### src/rtl/wdt_pkg.sv
package wdt_pkg;
  localparam int unsigned CNT_W = 16;

  typedef logic [2:0] wd_code_t;

  localparam wd_code_t CODE_OFF = 3'b011;

  localparam int unsigned LIM_C0 = 1000;
  localparam int unsigned LIM_C1 = 450;
  localparam int unsigned LIM_C2 = 150;
  localparam int unsigned LIM_C4 = 60000;
  localparam int unsigned LIM_C5 = 20000;
  localparam int unsigned LIM_C6 = 10000;
  localparam int unsigned LIM_C7 = 5000;

  typedef struct packed {
    logic     lock_en;
    logic     flag;
    wd_code_t period;
    logic [2:0] blk;
  } ctrl_t;
endpackage

### src/rtl/wdt_ctrl_reg.sv
module wdt_ctrl_reg
  import wdt_pkg::*;
#(
  parameter logic [7:0] INIT = 8'h00
) (
  input  logic       clk,
  input  logic       rst_n,
  input  logic       wp_pin,
  input  logic       wr_auth,
  input  logic [7:0] wr_data,
  input  logic       pwr_fail,
  output ctrl_t      ctrl
);
  logic wr_open;
  assign wr_open = wr_auth && !(wp_pin && ctrl.lock_en);

  always_ff @(posedge clk) begin
    if (!rst_n) begin
      ctrl <= ctrl_t'(INIT);
    end else begin
      if (wr_open) ctrl <= ctrl_t'(wr_data);
      if (pwr_fail) ctrl.flag <= 1'b0;
    end
  end


  lock_hold_chk: assert property (@(posedge clk) disable iff (!rst_n)
    (wr_auth && wp_pin && ctrl.lock_en && !pwr_fail) |=> $stable(ctrl));


  pf_flag_chk: assert property (@(posedge clk) disable iff (!rst_n)
    pwr_fail |=> !ctrl.flag);
endmodule

### src/rtl/wdt_period_dec.sv
module wdt_period_dec
  import wdt_pkg::*;
(
  input  wd_code_t         code,
  output logic [CNT_W-1:0] limit,
  output logic             off
);
  always_comb begin
    off = 1'b0;
    unique case (code)
      3'b000: limit = CNT_W'(LIM_C0);
      3'b001: limit = CNT_W'(LIM_C1);
      3'b010: limit = CNT_W'(LIM_C2);
      3'b100: limit = CNT_W'(LIM_C4);
      3'b101: limit = CNT_W'(LIM_C5);
      3'b110: limit = CNT_W'(LIM_C6);
      3'b111: limit = CNT_W'(LIM_C7);
      default: begin
        limit = '1;
        off   = 1'b1;
      end
    endcase
  end
endmodule

### src/rtl/wdt_timer.sv
module wdt_timer
  import wdt_pkg::*;
#(
  parameter int unsigned RST_TICKS = 4
) (
  input  logic             clk,
  input  logic             rst_n,
  input  logic             tick,
  input  logic             kick,
  input  wd_code_t         code,
  input  logic [CNT_W-1:0] limit,
  input  logic             off,
  output logic             wdt_rst
);
  localparam int unsigned PW = $clog2(RST_TICKS + 1);

  logic [CNT_W-1:0] cnt;
  logic [PW-1:0]    pcnt;
  logic             rst_q;
  wd_code_t         code_q;

  always_ff @(posedge clk) begin
    if (!rst_n) begin
      cnt    <= '0;
      pcnt   <= '0;
      rst_q  <= 1'b0;
      code_q <= '0;
    end else begin
      code_q <= code;
      if (rst_q) begin
        cnt <= '0;
        if (tick) begin
          if (pcnt == PW'(RST_TICKS - 1)) begin
            rst_q <= 1'b0;
            pcnt  <= '0;
          end else begin
            pcnt <= pcnt + 1'b1;
          end
        end
      end else if ((code != code_q) || off || kick) begin
        cnt <= '0;
      end else if (tick) begin
        if (cnt == limit - 1'b1) begin
          rst_q <= 1'b1;
          cnt   <= '0;
        end else begin
          cnt <= cnt + 1'b1;
        end
      end
    end
  end

  assign wdt_rst = rst_q;


  kick_safe_chk: assert property (@(posedge clk) disable iff (!rst_n)
    (kick && !rst_q) |=> !rst_q);


  off_quiet_chk: assert property (@(posedge clk) disable iff (!rst_n)
    (off && !rst_q) |=> !rst_q);


  rise_on_tick_chk: assert property (@(posedge clk) disable iff (!rst_n)
    $rose(rst_q) |-> $past(tick));


  fall_on_tick_chk: assert property (@(posedge clk) disable iff (!rst_n)
    $fell(rst_q) |-> $past(tick));


  cnt_in_range_chk: assert property (@(posedge clk) disable iff (!rst_n)
    (!off && code == code_q) |-> cnt < limit);
endmodule

### src/rtl/wdt_supervisor.sv
module wdt_supervisor
  import wdt_pkg::*;
#(
  parameter logic [7:0]  CTRL_INIT = 8'h00,
  parameter int unsigned RST_TICKS = 4
) (
  input  logic       clk,
  input  logic       rst_n,
  input  logic       tick,
  input  logic       kick,
  input  logic       pwr_fail,
  input  logic       wp_pin,
  input  logic       wr_auth,
  input  logic [7:0] wr_data,
  output logic [7:0] ctrl_q,
  output logic       wdt_rst
);
  ctrl_t            ctrl;
  logic [CNT_W-1:0] limit;
  logic             off;

  wdt_ctrl_reg #(.INIT(CTRL_INIT)) u_reg (
    .clk(clk), .rst_n(rst_n), .wp_pin(wp_pin), .wr_auth(wr_auth),
    .wr_data(wr_data), .pwr_fail(pwr_fail), .ctrl(ctrl)
  );

  wdt_period_dec u_dec (
    .code(ctrl.period), .limit(limit), .off(off)
  );

  wdt_timer #(.RST_TICKS(RST_TICKS)) u_tmr (
    .clk(clk), .rst_n(rst_n), .tick(tick), .kick(kick),
    .code(ctrl.period), .limit(limit), .off(off), .wdt_rst(wdt_rst)
  );

  assign ctrl_q = ctrl;
endmodule

### config.mk
export PLATFORM = sky130hd
export DESIGN_NAME = wdt_supervisor
export DESIGN_NICKNAME = d
export VERILOG_FILES = /design/src/rtl/wdt_pkg.sv /design/src/rtl/wdt_ctrl_reg.sv /design/src/rtl/wdt_period_dec.sv /design/src/rtl/wdt_timer.sv /design/src/rtl/wdt_supervisor.sv
export SDC_FILE = /design/constraint.sdc
export NUM_CORES = 1
export LEC_CHECK = 0
export ABC_AREA = 1
export CAP_MARGIN = 20
export CORE_MARGIN = 2
export CORE_UTILIZATION = 52
export CTS_CLUSTER_DIAMETER = 100
export CTS_CLUSTER_SIZE = 12
export DETAILED_ROUTE_END_ITERATION = 10
export HOLD_SLACK_MARGIN = 0.1
export PLACE_DENSITY = 0.81
export SETUP_SLACK_MARGIN = 0.1
export SLEW_MARGIN = 10
export SYNTH_ARGS = -nofsm -noshare
export SYNTH_HDL_FRONTEND = slang
export SYNTH_HIERARCHICAL = 1
export SYNTH_SLANG_ARGS = --single-unit
### constraint.sdc
create_clock -name clk -period 2.51 [get_ports clk]
set_clock_uncertainty 0.1 [all_clocks]
set_input_delay 0.502 -clock clk [delete_from_list [all_inputs] [get_ports clk]]
set_output_delay 0.502 -clock clk [all_outputs]
set_load 0.05 [all_outputs]
# Word-level counts from Yosys, hierarchy flattened

Cells that the tools add are included.

Bits in registers: 31
Bits in latches: 0
Bits in writable memories: 0
ROM bits: 0
Input bits: 15
Output and inout bits: 9
Word-level logic and storage cells: 41
Memories: 0

Add/sub/neg operators: 3
$mul: 0
Div/mod/pow operators: 0
Magnitude comparators: 0
Equal/unequal tests: 9
Shift-type cells: 0
Multiplexer cells: 10
Bitwise operators: 1
Reduce and logical (&&, ||, !) cells: 10

Operator list:

| operator                                                             | count |
|---|---|
| 16-bit case mux with 7 select lines                                  | 1 |
| 16-bit by 1-bit adder with 16-bit output, second input constant      | 1 |
| 16-bit == test                                                       | 1 |
| 16-bit 2-to-1 mux                                                    | 1 |
| 16-bit by 1-bit subtractor with 16-bit output, second input constant | 1 |
| 3-bit == test, second input constant                                 | 4 |
| 1-bit 2-to-1 mux                                                     | 7 |
| 7-bit OR reduction                                                   | 1 |
| 3-bit by 2-bit == test with 1-bit output, second input constant      | 2 |
| 3-bit by 1-bit adder with 3-bit output, second input constant        | 1 |
| 3-bit by 1-bit == test with 1-bit output, second input constant      | 1 |
| 3-bit zero test                                                      | 1 |
| 3-bit 2-to-1 mux                                                     | 1 |
| 3-bit inequality test                                                | 1 |
| 3-bit OR reduction                                                   | 1 |
| 1-bit logical AND                                                    | 2 |
| 1-bit logical OR                                                     | 2 |
| 2-bit AND reduction                                                  | 1 |
| 2-bit OR reduction                                                   | 1 |
| 1-bit zero test                                                      | 1 |
| 1-bit inverter                                                       | 1 |

# Logic depth before layout (Yosys ltp)

Word-level depth: 8
Depth in mapped cells: 19
Mapped depth without buffers: 17

# Hierarchy

The synthesis kept the hierarchy.

Modules (own cells, without submodules):

| module         | times used | cells an instance | area an instance (um^2) | sequential area each (um^2) |
|---|---|---|---|---|
| wdt_timer      | 1          | 315               | 1916.8                  | 460.4 |
| wdt_ctrl_reg   | 1          | 54                | 385.4                   | 160.2 |
| wdt_period_dec | 1          | 31                | 153.9                   | 0.0 |

# Least setup slack after synthesis

Ideal clock, no wire load.

Path kind: flip-flop to flip-flop
Start point: register, netlist name u_reg/ctrl[5]
End point: register u_tmr.cnt[12]
Setup time: 119 ps
Arrival: 2633 ps
Data required time: 2291 ps
Path slack: -341 ps
Cell stages (with the launch flop): 19
Buffers on the path: 2
Period minus slack after synthesis: 2851 ps
Cell sequence: dfxtp_1 buf_2 inv_2 nand3_2 inv_1 buf_4 inv_1 ha_1 nand2_1 nor2_4 nand3_1 nand3_1 nand2_1 nor2_1 nand2_1 nor2_4 nand3_4 nand2_4 nor2_2

Longest elaborated chain between the ends: 6
Elaborated cells on any way between the ends: 17
Classes of those cells: add/sub (1); eq/ne (8); mux (3); reduce/logical (5)

Ends and longest elaborated chain:

| item                                                             | RTL line             | source |
|---|---|---|
| 3-bit by 1-bit == test with 1-bit output (tied with other cells) | wdt_period_dec.sv:10 | `unique case (code)` |
| 7-bit OR reduction (no source line) (*)                          | --                   |  |
| 1-bit 2-to-1 mux (*)                                             | wdt_period_dec.sv:10 |  |
| named net off                                                    | wdt_supervisor.sv:20 | `logic off;` |
| 1-bit logical OR (*) (2 in series)                               | wdt_timer.sv:40      | `end else if ((code != code_q) \|\| off \|\| kick) begin` |
| 3-bit OR reduction (no source line) (*)                          | --                   |  |
| end signal: assignment                                           | wdt_timer.sv:47      | `cnt <= cnt + 1'b1;` |
| end: declaration                                                 | wdt_timer.sv:17      | `logic [CNT_W-1:0] cnt;` |

The timed path passes the listed nets; every way through them passes the cells marked *.
A chain may end at the register's enable or synchronous reset.

# Worst setup path in the final report

Start point: register, netlist name u_reg/ctrl[4]
End point: register u_tmr.cnt[0]

Elaborated cells on any way between the ends: 17
Classes of those cells: add/sub (1); eq/ne (8); mux (3); reduce/logical (5)

RTL lines:

| item                                              | RTL line             | source |
|---|---|---|
| 3-bit == test (tied with other cells)             | wdt_period_dec.sv:10 |  |
| 16-bit case mux with 7 select lines (*)           | wdt_period_dec.sv:10 |  |
| named net limit[5]                                | wdt_supervisor.sv:19 | `logic [CNT_W-1:0] limit;` |
| 16-bit by 1-bit subtractor with 16-bit output (*) | wdt_timer.sv:43      | `if (cnt == limit - 1'b1) begin` |
| 16-bit == test (*)                                | wdt_timer.sv:43      |  |
| 16-bit 2-to-1 mux (*)                             | wdt_timer.sv:43      |  |

Marks and branches as above.

==> metrics.txt <==
Fill cells=379; Layout Area Growth over Synthesis=27.3%; Final period util=94.2%; Crit. End Element=flip-flop; Ports=24; Final Util=67.5%; Final ANT Viol Nets=0; vias=2605; DRC=0; combinational power share=34.7%; Clk network pwr share=27.2%; Synth top area share=25.3%; global-route wire length before repair=10200 µm; CP required=2.59 ns; largest cells by area after synthesis=dfxtp_1, nand2_1, inv_1, nor2_1, nand3_1; routed length per instance=13.1 µm; row count=25; register bit total from synthesis=31; worst reg-to-reg path cell count=15; Final HPWL DP=4670 µm; drt pass-1 iters=5; Slew @ Worst Pin=0.554 ns; Yosys cell types=30; worst setup path class=flip-flop to flip-flop; WL met1=2910 µm; WHS Path Cells=2; placed insts=475; Hold Fails Final Rpt=0; cell area after synthesis=2460 µm²; largest net degree at the start of global routing=17; pwr dens=438 nW/µm²; placed cell area=2770 µm²; core area=4630 µm²; grt ovf=0; P_sw=496 µW; Max-Slew Margin vs Limit=62.9%; RSZ-0062 raised after global routing=yes; Ant. Diodes=0; Final Non-Filler Cells=496; gpl congestion=1.00; DRT iter0 DRCs=259; YS warnings=6; DR vias/cell=5.25; Final min period=2.36 ns; Internal Power=875 µW; cell taking the most area after synthesis=dfxtp_1; CTS Buf Count=5; post-synthesis sequential area ratio=25.3%; CTS clk-pin slew, worst paths=0.06 ns; Die Area=5290 µm²; sequential power share=38.1%; CTS tree=built; I/O Buffers=23; leakage power total=0.00151 µW; Worst setup SP type=flip-flop; endpoints failing setup=0; Sink Count=31; htree depth=2; Max Transition Viols Final=0; Worst-Skew Late Latency=0.29 ns; Critical Path AT=2.44 ns; Synth Area per Inst=6.14 µm²; clk buf depth=2; Starting Density=53.1%; Top Metal Used=met4; Worst Path Max Fanout=8; Routed WL=6500 µm; MaxCap Viol Count=0; outcome=completed; hold buffer count at cts=0; Net Count, Synth=418; Die Y-Extent=72.7 µm; GRT Overall Usage=24.6%; antenna violations before repair=0; vias in the first global route=2299; Hold WC Path Type=flip-flop to flip-flop; root buffer cell=clkbuf_8; Max Freq=423 MHz; met2 WL=3120 µm; nets=459; R2R Setup Slk=0.15 ns; met3 WL=357 µm; Final Instance Area=3130 µm²; Max VDD drop=574 µV; sw frac=36.2%; Die Wd=72.7 µm; share of layout cells above drive strength 1=22.6%; synthesized instance count=400
[what timing repair did]
action	CTS	global route
setup endpoints to repair	7	17
resized for setup	3	49
pin swaps	0	21
setup buffers	0	13
[logic make-up (layout without fill, tap and decap cells)]
group | after synthesis | count (layout) | synth area share (%)
AOI/OAI and AO/OA | 25 | 25 | 5.40
xor gates and xnor gates | 20 | 20 | 7.13
adders and majority gates | 3 | 3 | 1.53
buffers and inverters | 74 | 116 | 12.6
DFF | 31 | 31 | 25.3
and+or+nand+nor | 247 | 247 | 48.1
[cell usage after synthesis (all sizes together)]
library cell	n
or2	4
a21oi	12
nor4	2
and2	1
inv	67
nor3	1
a31oi	1
nand3b	5
nand2	111
dfxtp	31
nor2	69
nand4	9
o21bai	1
nand3	45
o21ai	11
xor2	20
buf	7
ha	3
[metrics by stage]
step / setup slack (ns) / hold slack [ns] / total power [µW] / setup TNS (ns)
floorplan: 0.110 / 0.329 / 813 / 0
CTS: 0.101 / 0.354 / 1280 / 0
global route: -0.0172 / 0.370 / 1440 / -0.0494
global placement: 0.0976 / 0.339 / 904 / 0
detailed placement: 0.0590 / 0.344 / 908 / 0
finish: 0.146 / 0.351 / 1370 / 0
[worst max-delay path, stage by stage, from the launching register on]
cell	delay [ns]
dfxtp_4	0.44
inv_8	0.07
nand2_2	0.11
nand3_4	0.12
nor2_2	0.16
nand2_2	0.10
nor2_4	0.20
nand2_1	0.10
nand3_2	0.08
nand2_1	0.07
nor2_1	0.12
nand2_2	0.09
nor2_4	0.15
nand3_4	0.16
nand2_8	0.13
a21oi_2	0.04
[worst paths after layout]
path	startpoint	endpoint
worst max-delay path	u_reg/ctrl[4]	u_tmr/cnt[0]
worst min-delay path	u_tmr/pcnt[2]	u_tmr/pcnt[2]
worst max register to register	u_reg/ctrl[4]	u_tmr/cnt[0]
worst min register to register	u_tmr/pcnt[2]	u_tmr/pcnt[2]
[registers in the layout, summed over array words and instances (netlist names)]
register / flops
u_tmr/pcnt: 3
u_reg/ctrl: 8
u_tmr/code_q: 3
u_tmr/cnt: 16
u_tmr/wdt_rst: 1
[cells in the final DEF, fill, tap and decap left out, drive strengths merged]
cell type | Yosys | final
a21oi | 12 | 12
nor3 | 1 | 1
nand2 | 111 | 111
buf | 7 | 16
xor2 | 20 | 20
clkinv | 0 | 1
o21bai | 1 | 1
ha | 3 | 3
and2 | 1 | 1
dfxtp | 31 | 31
a31oi | 1 | 1
clkbuf | 0 | 9
nand3 | 45 | 45
nor4 | 2 | 2
nor2 | 69 | 69
or2 | 4 | 4
nand3b | 5 | 5
clkdlybuf4s50 | 0 | 23
inv | 67 | 67
nand4 | 9 | 9
o21ai | 11 | 11
[final cells by class]
type | instances | area (µm²) | area share (%)
Multi-Input combinational cell | 295 | 1710 | 54.8
Sequential cell | 31 | 632 | 20.2
Timing Repair Buffer | 41 | 360 | 11.5
Inverter | 67 | 272 | 8.68
Clock buffer | 7 | 76.3 | 2.44
Tap cell | 54 | 67.6 | 2.16
Clock inverter | 1 | 5.00 | 0.160
[power groups by stage]
| stage | Sequential [µW] | Combinational (µW) | Clock [µW] |
|---|---|---|---|
| floorplan | 562 | 251 | 0 |
| global placement | 533 | 371 | 0 |
| detailed placement | 535 | 373 | 0 |
| CTS | 524 | 378 | 381 |
| global route | 524 | 519 | 400 |
| finish | 523 | 476 | 372 |
[layer usage]
metal | track usage [%] | up-vias
met2 | 40.2 | 97
met1 | 32.4 | 1167
li1 | - | 1330
met5 | 0 | -
met4 | 8.64 | 0
met3 | 4.42 | 11
(Power assumes the default switching activity.)
